**src/rtl/i2c_stat_pkg.sv**
```systemverilog
package i2c_stat_pkg;
  localparam int unsigned WORD_W   = 32;
  localparam int unsigned RC_N     = 4;
  localparam int unsigned W1C_N    = 4;
  localparam int unsigned RC_LSB   = 0;
  localparam int unsigned W1C_LSB  = 8;
  localparam int unsigned B_RXDNE  = 16;
  localparam int unsigned B_TXDE   = 17;
  localparam int unsigned B_RXBF   = 18;
  localparam int unsigned B_BUSY   = 19;
  localparam int unsigned B_MASTER = 20;
  localparam int unsigned B_TXNRX  = 21;
endpackage

```
**src/rtl/i2c_bus_mon.sv**
```systemverilog
module i2c_bus_mon #(
  parameter int unsigned SYNC_W = 2
) (
  input  logic clk_i,
  input  logic rst_ni,
  input  logic en_i,
  input  logic sda_i,
  input  logic scl_i,
  output logic busy_o
);
  logic [SYNC_W-1:0] sda_q, scl_q;
  logic sda_d, busy_q;
  logic sda_s, scl_s, stop_det;

  generate
    if (SYNC_W == 1) begin : g_one
      always_ff @(posedge clk_i or negedge rst_ni)
        if (!rst_ni) begin
          sda_q <= '1;
          scl_q <= '1;
        end else begin
          sda_q <= sda_i;
          scl_q <= scl_i;
        end
    end else begin : g_chain
      always_ff @(posedge clk_i or negedge rst_ni)
        if (!rst_ni) begin
          sda_q <= '1;
          scl_q <= '1;
        end else begin
          sda_q <= {sda_q[SYNC_W-2:0], sda_i};
          scl_q <= {scl_q[SYNC_W-2:0], scl_i};
        end
    end
  endgenerate

  assign sda_s    = sda_q[SYNC_W-1];
  assign scl_s    = scl_q[SYNC_W-1];
  // STOP: SDA low-to-high with SCL high
  assign stop_det = sda_s & ~sda_d & scl_s;

  always_ff @(posedge clk_i or negedge rst_ni)
    if (!rst_ni) begin
      sda_d  <= 1'b1;
      busy_q <= 1'b0;
    end else begin
      sda_d  <= sda_s;
      if (!en_i) busy_q <= 1'b0;
      else       busy_q <= (busy_q | ~sda_s | ~scl_s) & ~stop_det;
    end

  assign busy_o = busy_q;
endmodule

```
**src/rtl/i2c_evt_flags.sv**
```systemverilog
module i2c_evt_flags #(
  parameter int unsigned N           = 4,
  parameter bit          CLR_ON_READ = 1'b1
) (
  input  logic         clk_i,
  input  logic         rst_ni,
  input  logic [N-1:0] set_i,
  input  logic         rd_hit_i,
  input  logic         wr_hit_i,
  input  logic [N-1:0] wdata_i,
  output logic [N-1:0] q_o
);
  logic [N-1:0] q, clr;

  generate
    if (CLR_ON_READ) begin : g_rc
      assign clr = {N{rd_hit_i}};
    end else begin : g_w1c
      assign clr = wdata_i & {N{wr_hit_i}};
    end
  endgenerate

  // set wins over a clear in the same cycle
  always_ff @(posedge clk_i or negedge rst_ni)
    if (!rst_ni) q <= '0;
    else         q <= (q & ~clr) | set_i;

  assign q_o = q;
endmodule

```
**src/rtl/i2c_rx_track.sv**
```systemverilog
module i2c_rx_track (
  input  logic clk_i,
  input  logic rst_ni,
  input  logic byte_rx_i,
  input  logic data_rd_i,
  output logic dne_o,
  output logic full_o
);
  logic dne_q, full_q;

  always_ff @(posedge clk_i or negedge rst_ni)
    if (!rst_ni) begin
      dne_q  <= 1'b0;
      full_q <= 1'b0;
    end else begin
      dne_q  <= byte_rx_i | (dne_q & (~data_rd_i | full_q));
      full_q <= full_q ? ~(data_rd_i & ~byte_rx_i)
                       : (byte_rx_i & dne_q & ~data_rd_i);
    end

  assign dne_o  = dne_q;
  assign full_o = full_q;
endmodule

```
**src/rtl/i2c_stat_unit.sv**
```systemverilog
module i2c_stat_unit
  import i2c_stat_pkg::*;
#(
  parameter int unsigned ADDR_W    = 4,
  parameter int unsigned STAT_ADDR = 3,
  parameter int unsigned SYNC_W    = 2
) (
  input  logic              clk_i,
  input  logic              rst_ni,
  input  logic              en_i,
  input  logic              sda_i,
  input  logic              scl_i,
  input  logic              tar_wr_i,
  input  logic              stop_sent_i,
  input  logic              is_tx_i,
  input  logic              txde_i,
  input  logic              start_ev_i,
  input  logic              stop_ev_i,
  input  logic              addr_ev_i,
  input  logic              gcall_ev_i,
  input  logic              arb_ev_i,
  input  logic              nack_ev_i,
  input  logic              bus_err_i,
  input  logic              tout_ev_i,
  input  logic              byte_rx_i,
  input  logic              data_rd_i,
  input  logic              reg_rd_i,
  input  logic              reg_wr_i,
  input  logic [ADDR_W-1:0] reg_addr_i,
  input  logic [WORD_W-1:0] reg_wdata_i,
  output logic [WORD_W-1:0] reg_rdata_o
);
  localparam logic [ADDR_W-1:0] STAT_A = ADDR_W'(STAT_ADDR);

  logic              addr_hit, rd_hit, wr_hit;
  logic              busy, rx_dne, rx_full;
  logic              master_q;
  logic [RC_N-1:0]   rc_q;
  logic [W1C_N-1:0]  w1c_q;
  logic [WORD_W-1:0] word;

  assign addr_hit = (reg_addr_i == STAT_A);
  assign rd_hit   = reg_rd_i & addr_hit;
  assign wr_hit   = reg_wr_i & addr_hit;

  i2c_bus_mon #(.SYNC_W(SYNC_W)) u_mon (
    .clk_i (clk_i),
    .rst_ni(rst_ni),
    .en_i  (en_i),
    .sda_i (sda_i),
    .scl_i (scl_i),
    .busy_o(busy)
  );

  i2c_evt_flags #(.N(RC_N), .CLR_ON_READ(1'b1)) u_rc (
    .clk_i   (clk_i),
    .rst_ni  (rst_ni),
    .set_i   ({gcall_ev_i, addr_ev_i, stop_ev_i, start_ev_i}),
    .rd_hit_i(rd_hit),
    .wr_hit_i(wr_hit),
    .wdata_i (reg_wdata_i[RC_LSB +: RC_N]),
    .q_o     (rc_q)
  );

  i2c_evt_flags #(.N(W1C_N), .CLR_ON_READ(1'b0)) u_w1c (
    .clk_i   (clk_i),
    .rst_ni  (rst_ni),
    .set_i   ({tout_ev_i, bus_err_i, nack_ev_i, arb_ev_i}),
    .rd_hit_i(rd_hit),
    .wr_hit_i(wr_hit),
    .wdata_i (reg_wdata_i[W1C_LSB +: W1C_N]),
    .q_o     (w1c_q)
  );

  i2c_rx_track u_rx (
    .clk_i    (clk_i),
    .rst_ni   (rst_ni),
    .byte_rx_i(byte_rx_i),
    .data_rd_i(data_rd_i),
    .dne_o    (rx_dne),
    .full_o   (rx_full)
  );

  // master role: clear terms dominate the request
  always_ff @(posedge clk_i or negedge rst_ni)
    if (!rst_ni)                             master_q <= 1'b0;
    else if (!en_i || stop_sent_i || bus_err_i) master_q <= 1'b0;
    else if (tar_wr_i && !busy)              master_q <= 1'b1;

  always_comb begin
    word                       = '0;
    word[RC_LSB +: RC_N]       = rc_q;
    word[W1C_LSB +: W1C_N]     = w1c_q;
    word[B_RXDNE]              = rx_dne;
    word[B_TXDE]               = txde_i;
    word[B_RXBF]               = rx_full;
    word[B_BUSY]               = busy;
    word[B_MASTER]             = master_q;
    word[B_TXNRX]              = is_tx_i;
  end

  assign reg_rdata_o = word;
endmodule

```
**config.mk**
```make
export PLATFORM = sky130hd
export DESIGN_NAME = i2c_stat_unit
export DESIGN_NICKNAME = d
export VERILOG_FILES = /design/src/rtl/i2c_stat_pkg.sv /design/src/rtl/i2c_bus_mon.sv /design/src/rtl/i2c_evt_flags.sv /design/src/rtl/i2c_rx_track.sv /design/src/rtl/i2c_stat_unit.sv
export SDC_FILE = /design/constraint.sdc
export NUM_CORES = 1
export LEC_CHECK = 0
export BUFFER_PORTS_ARGS = -buffer_cell sky130_fd_sc_hd__buf_4
export CAP_MARGIN = 20
export CORE_MARGIN = 10
export CORE_UTILIZATION = 35
export DETAILED_ROUTE_END_ITERATION = 10
export PLACE_DENSITY = 0.83
export SLEW_MARGIN = 5
export SYNTH_ARGS = -nofsm -noshare
export SYNTH_HDL_FRONTEND = slang
export SYNTH_SLANG_ARGS = --single-unit
```
**constraint.sdc**
```tcl
create_clock -name clk_i -period 1.9 [get_ports clk_i]
set_input_delay 0.19 -clock clk_i [delete_from_list [all_inputs] [get_ports clk_i]]
set_output_delay 0.19 -clock clk_i [all_outputs]
set_load 0.05 [all_outputs]
```
# ---- Word-level counts from Yosys, hierarchy flattened
# Cells that the tools add are included.
dict set report totals {
  register_bits 17
  wordCells 47
  output_inout_bits 32
  latch_bits 0
  mem_bits_ro 0
  ramBits 0
  n_memories 0
}
dict set report classes {
  n_addsub 0
  shift 0
  n_mul 0
  bitwise_logic 27
  muxes 4
  n_eq_ne 1
  order_cmp 0
  reduce_logical 6
  div 0
}
# op n
set ops {}
lappend ops {{bitwise AND 4 bit} 3}
lappend ops {{bitwise AND 1 bit} 9}
lappend ops {{inverter 4 bit} 2}
lappend ops {{bitwise OR 4 bit} 2}
lappend ops {{inverter 1 bit} 7}
lappend ops {{equality test 4 x 2 -> 1 bit (second input constant)} 1}
lappend ops {{2-to-1 mux 1 bit} 4}
lappend ops {{bitwise OR 1 bit} 4}
lappend ops {{zero test 1 bit} 2}
lappend ops {{logical OR 1 bit} 2}
lappend ops {{nonzero test 2 bit} 1}
lappend ops {{logical AND 1 bit} 1}

# ---- Depth between registers and ports, before layout
dict set report logic_depth {
  depth_word 6
  mapped_depth 3
}

# ---- By module
# From an unflattened synthesis, not the netlist that was laid out.
dict set report hier_totals {
  cells_unflattened 70
  hier_area_um2 792.0
}
# mod area_per_inst_um2 instances seq_area_each_um2 cells_per_inst
set modules_own_cells {}
lappend modules_own_cells {i2c_stat_unit 256.5 1 25.0 32}
lappend modules_own_cells {i2c_bus_mon 170.2 1 156.4 9}
lappend modules_own_cells {{i2c_evt_flags at u_w1c} 145.1 1 100.1 12}
lappend modules_own_cells {{i2c_evt_flags at u_rc} 133.9 1 100.1 9}
lappend modules_own_cells {i2c_rx_track 86.3 1 50.0 8}

# ---- Worst setup path after synthesis
# Ideal clock, no wire load.
dict set report synth_timing {
  kind {input port to flip-flop}
  start {input reg_addr_i[2]}
  end {register u_w1c.q[0], in the netlist u_w1c.q_o[0]}
  path_stages 3
  t_arrival_ns 0.764
  setup_ns 0.118
  path_slack_ns 1.018
  cell_sequence {and4bb_2 -> nand3_1 -> a21o_1}
}
dict set report synth_via {
  elab_chain_len 6
}
# element line
set synth_lines {}
lappend synth_lines {{from (decl)} i2c_stat_unit.sv:29} ;# input logic [ADDR_W-1:0] reg_addr_i,
lappend synth_lines {{equality test 4 x 2 -> 1 bit} i2c_stat_unit.sv:42} ;# assign addr_hit = (reg_addr_i == STAT_A);
lappend synth_lines {{bitwise AND 1 bit} i2c_stat_unit.sv:44} ;# assign wr_hit = reg_wr_i & addr_hit;
lappend synth_lines {{bitwise AND 4 bit} i2c_evt_flags.sv:19} ;# assign clr = wdata_i & {N{wr_hit_i}};
lappend synth_lines {{inverter 4 bit} i2c_evt_flags.sv:26} ;# else q <= (q & ~clr) | set_i;
lappend synth_lines {{bitwise AND 4 bit} i2c_evt_flags.sv:26}
lappend synth_lines {{bitwise OR 4 bit} i2c_evt_flags.sv:26}
lappend synth_lines {{to (signal assigned)} i2c_evt_flags.sv:26}
lappend synth_lines {{to (decl)} i2c_evt_flags.sv:13} ;# logic [N-1:0] q, clr;
# Every way passes these cells.
# A chain may end at the register's enable or synchronous reset.

# ---- Worst setup path in the final report
dict set report layout_timing {
  start {register u_rx.dne_q, in the netlist u_rx.dne_o}
  end {output reg_rdata_o[16]}
}
# element line
set layout_rtl {}
lappend layout_rtl {{from (decl)} i2c_rx_track.sv:9} ;# logic dne_q, full_q;
lappend layout_rtl {{from (signal assigned)} i2c_rx_track.sv:16} ;# dne_q <= byte_rx_i | (dne_q & (~data_rd_i | full_q));
lappend layout_rtl {{to (decl)} i2c_stat_unit.sv:31} ;# output logic [WORD_W-1:0] reg_rdata_o
# No word-level cell between the ends.

==> impl_metrics.prom <==
# TYPE chip_impl_metric gauge
chip_impl_info{name="status",value="completed"} 1
chip_impl_metric{name="clkLatencyLatePin",unit="ns"} 0.28
chip_impl_info{name="crit_path_cell_trace",value="buf_4"} 1
chip_impl_metric{name="final.setup.tns",unit="ns"} 0
chip_impl_metric{name="max-cap-violations",unit=""} 0
chip_impl_info{name="timing_worst_setup_path_type",value="flop to output pin"} 1
chip_impl_metric{name="post_cts_resize_count",unit=""} 0
chip_impl_info{name="synth.cells.most_frequent",value="buf_4, dfrtp_1, a21o_1"} 1
chip_impl_metric{name="skew",unit="ns"} 0.000438
chip_impl_info{name="crit-reg2reg-launch",value="u_rx.dne_o"} 1
chip_impl_info{name="crit_path_top_delay_cell",value="dfrtp_1"} 1
chip_impl_metric{name="syn-instance-count",unit=""} 68
chip_impl_metric{name="core_area",unit="mm^2"} 0.00204
chip_impl_metric{name="via_per_inst",unit=""} 4.19
chip_impl_metric{name="synthDistinctLibCells",unit=""} 15
chip_impl_info{name="cp_top_family",value="flip-flops"} 1
chip_impl_metric{name="global_route_wire_length_before_repair",unit="um"} 2930
chip_impl_metric{name="report.power.total",unit="mW"} 0.776
chip_impl_info{name="worstReg2RegEnd",value="u_rx.full_o"} 1
chip_impl_metric{name="fmaxAchievable",unit="MHz"} 924
chip_impl_metric{name="cts_num_sinks",unit=""} 17
chip_impl_metric{name="sequential_share_of_the_synthesized_area",unit="%"} 55.7
chip_impl_metric{name="filler_cell_count",unit=""} 184
chip_impl_metric{name="diodes",unit=""} 0
chip_impl_metric{name="dieWidth",unit="um"} 67.0
chip_impl_metric{name="worstHoldPathCells",unit=""} 2
chip_impl_metric{name="die_area",unit="mm^2"} 0.00449
chip_impl_metric{name="first_pass_iters",unit=""} 2
chip_impl_metric{name="vdd.ir_drop.worst",unit="uV"} 420
chip_impl_metric{name="synth-warning-count",unit=""} 0
chip_impl_metric{name="antenna_left",unit=""} 0
chip_impl_metric{name="antenna_found_initial",unit=""} 0
chip_impl_metric{name="multi_input_area",unit="um^2"} 215
chip_impl_metric{name="synth_async_sr_flop_share",unit="%"} 100
chip_impl_metric{name="reg2regPathDepth",unit=""} 3
chip_impl_info{name="rsz_0062_raised_after_global_routing",value="no"} 1
chip_impl_metric{name="final-instance-count-excl-fill",unit=""} 133
chip_impl_metric{name="htreeDepth",unit=""} 1
chip_impl_metric{name="cts.reportedPaths.clkPinSlew",unit="ns"} 0.10
chip_impl_metric{name="synth_seq_cells",unit=""} 17
chip_impl_metric{name="syn_area_per_cell",unit="um^2"} 11.4
chip_impl_metric{name="via_count_of_the_first_global_routing_pass",unit=""} 610
chip_impl_metric{name="detailroute.via_count",unit=""} 557
chip_impl_metric{name="min_period",unit="ns"} 1.08
chip_impl_info{name="top_post_synthesis_cells_by_area",value="dfrtp_1, buf_4, dfstp_2"} 1
chip_impl_metric{name="worst-endpoint-arrival",unit="ns"} 0.89
chip_impl_metric{name="grt_max_degree",unit=""} 18
chip_impl_metric{name="hold_ws",unit="ns"} 0.0478
chip_impl_metric{name="layout_area_growth_over_synthesis",unit="%"} 33.6
chip_impl_metric{name="path_max_fanout",unit=""} 3
chip_impl_metric{name="worst_path_largest_cell_delay",unit="ns"} 0.41
chip_impl_metric{name="placedCellCount",unit=""} 126
chip_impl_metric{name="number_of_enable_type_register_cells_in_the_synthesized_netlist",unit=""} 0
chip_impl_metric{name="drtIter0Drc",unit=""} 19
chip_impl_metric{name="io_pins",unit=""} 89
chip_impl_metric{name="initial_utilization",unit="%"} 37.9
chip_impl_metric{name="final_hold_viol_count",unit=""} 0
chip_impl_info{name="netlist.top_cell.by_area",value="dfrtp_1"} 1
chip_impl_info{name="root_buf_cell",value="clkbuf_4"} 1
chip_impl_info{name="yosys_most_used_dff",value="dfrtp_1"} 1
chip_impl_metric{name="power.static_leakage",unit="nW"} 0.491
chip_impl_metric{name="hold_buffers",unit=""} 3
chip_impl_metric{name="synth_top_area_share",unit="%"} 38.8
chip_impl_metric{name="grt_usage",unit="%"} 8.25
chip_impl_metric{name="tritoncts.num_buffers",unit=""} 3
chip_impl_metric{name="setup_viol",unit=""} 0
chip_impl_metric{name="dieHeight",unit="um"} 67.0
chip_impl_metric{name="wire_per_inst",unit="um"} 14.5
chip_impl_info{name="critical_path.startpoint_type",value="flop"} 1
chip_impl_metric{name="cts_post_setup_buffers_inserted",unit=""} 0
chip_impl_metric{name="synthesis.area",unit="um^2"} 774
chip_impl_metric{name="worst_ep_required_time",unit="ns"} 1.71
chip_impl_metric{name="io_buffers",unit=""} 38
chip_impl_info{name="worst_hold_path.endpoint",value="master_q"} 1
chip_impl_metric{name="global_route.overflow_total",unit=""} 0
chip_impl_metric{name="final_net_count",unit=""} 164
chip_impl_metric{name="post-dp-hpwl",unit="um"} 1610
chip_impl_info{name="clock_tree_from_tritoncts",value="built"} 1
chip_impl_metric{name="routed_wirelength",unit="um"} 1920
chip_impl_metric{name="setup.reg_to_reg.worst_slack",unit="ns"} 1.04
chip_impl_metric{name="layout-drive-gt1-share",unit="%"} 46.2
chip_impl_info{name="yosysMostFrequentCell",value="buf_4"} 1
chip_impl_info{name="min-delay-start",value="stop_sent_i"} 1
chip_impl_metric{name="rows",unit=""} 16
chip_impl_metric{name="final_routed_drc_violation_total",unit=""} 0
chip_impl_info{name="element_type_at_the_critical_path_end",value="output pin"} 1
chip_impl_metric{name="buffering_stage_count_on_the_worst_path_with_inverters_included",unit=""} 1
chip_impl_metric{name="number_of_pins_exceeding_their_max_slew_limit_in_the_final_report",unit=""} 0
chip_impl_metric{name="finalCritPeriodShare",unit="%"} 57.0
chip_impl_metric{name="register_area",unit="um^2"} 432
chip_impl_metric{name="cts_buffer_depth",unit=""} 2
chip_impl_metric{name="power-per-cell-area",unit="mW/mm^2"} 750
chip_impl_info{name="worst_hold_path_type",value="input pin to flop"} 1
chip_impl_metric{name="gp_congestion",unit=""} 0.782
==> worst max path at each step <==
stage,start,depth (start not counted),end,slack (ns)
3_5_place_dp,reg_addr_i[2],4,u_w1c.q_o[1],0.84
6_report,u_rx.dne_o,1,reg_rdata_o[16],0.82
3_3_place_gp,reg_addr_i[2],4,u_w1c.q_o[1],0.86
2_1_floorplan,reg_addr_i[2],3,u_w1c.q_o[0],1.02
5_1_grt,u_rx.dne_o,1,reg_rdata_o[16],0.78
4_1_cts,u_rx.dne_o,1,reg_rdata_o[16],0.81
==> routing by layer <==
metal | vias to the layer above | routed length, um | GRT usage, %
met5 | - | 0 | 0
met4 | 0 | 2 | 1.54
met3 | 2 | 423 | 6.02
met2 | 45 | 876 | 15.2
met1 | 249 | 622 | 7.08
li1 | 261 | - | -
==> layout make-up <==
type                            count  share of cell area [%]
Clock buffer                        3                    2.18
Clock inverter                      1                   0.484
Inverter                            3                    1.09
Multi-Input combinational cell     41                    20.8
Sequential cell                    17                    41.7
Tap cell                           27                    3.26
Timing Repair Buffer               41                    30.5
==> power breakdown <==
group          total, mW  switching, mW  leakage [nW]  internal [mW]
clock              0.188          0.110        0.0177         0.0780
combinational      0.200          0.142         0.302         0.0584
sequential         0.389        0.00802         0.171          0.381
==> registers in the layout, summed over array words and instances, names as in the netlist <==
register / count
u_rc.q_o: 4
u_mon.sda_q: 2
u_mon.sda_d: 1
master_q: 1
u_w1c.q_o: 4
u_rx.dne_o: 1
u_mon.busy_o: 1
u_rx.full_o: 1
u_mon.scl_q: 2
==> kinds of logic after synthesis <==
kind of cell / share of synthesized area [%]
other cells: 0.484
simple gates: 7.59
compound gates: 11.5
flops: 55.7
buf+inv: 24.7
==> per-stage QoR <==
step	setup slack, ns	area (um^2)	utilization (%)
2_1_floorplan	1.02	838	-
3_3_place_gp	0.856	977	47.9
3_5_place_dp	0.841	977	47.9
4_1_cts	0.811	1030	50.7
5_1_grt	0.777	1030	50.7
6_report	0.817	1030	50.7
==> placed cells by master (no fill, tap or decap), drive strengths merged <==
master,synthesis,routed
nor2b,1,1
dfstp,5,5
clkbuf,0,3
inv,3,3
a31oi,1,1
dfrtp,12,12
conb,1,18
a21oi,1,1
nand2,3,3
o21ai,2,2
nor4,1,1
nand3,4,4
and4bb,1,1
dlygate4sd3,0,3
clkinv,0,1
a21o,9,9
buf,24,38
No activity file was read; power rests on OpenSTA's default activity.
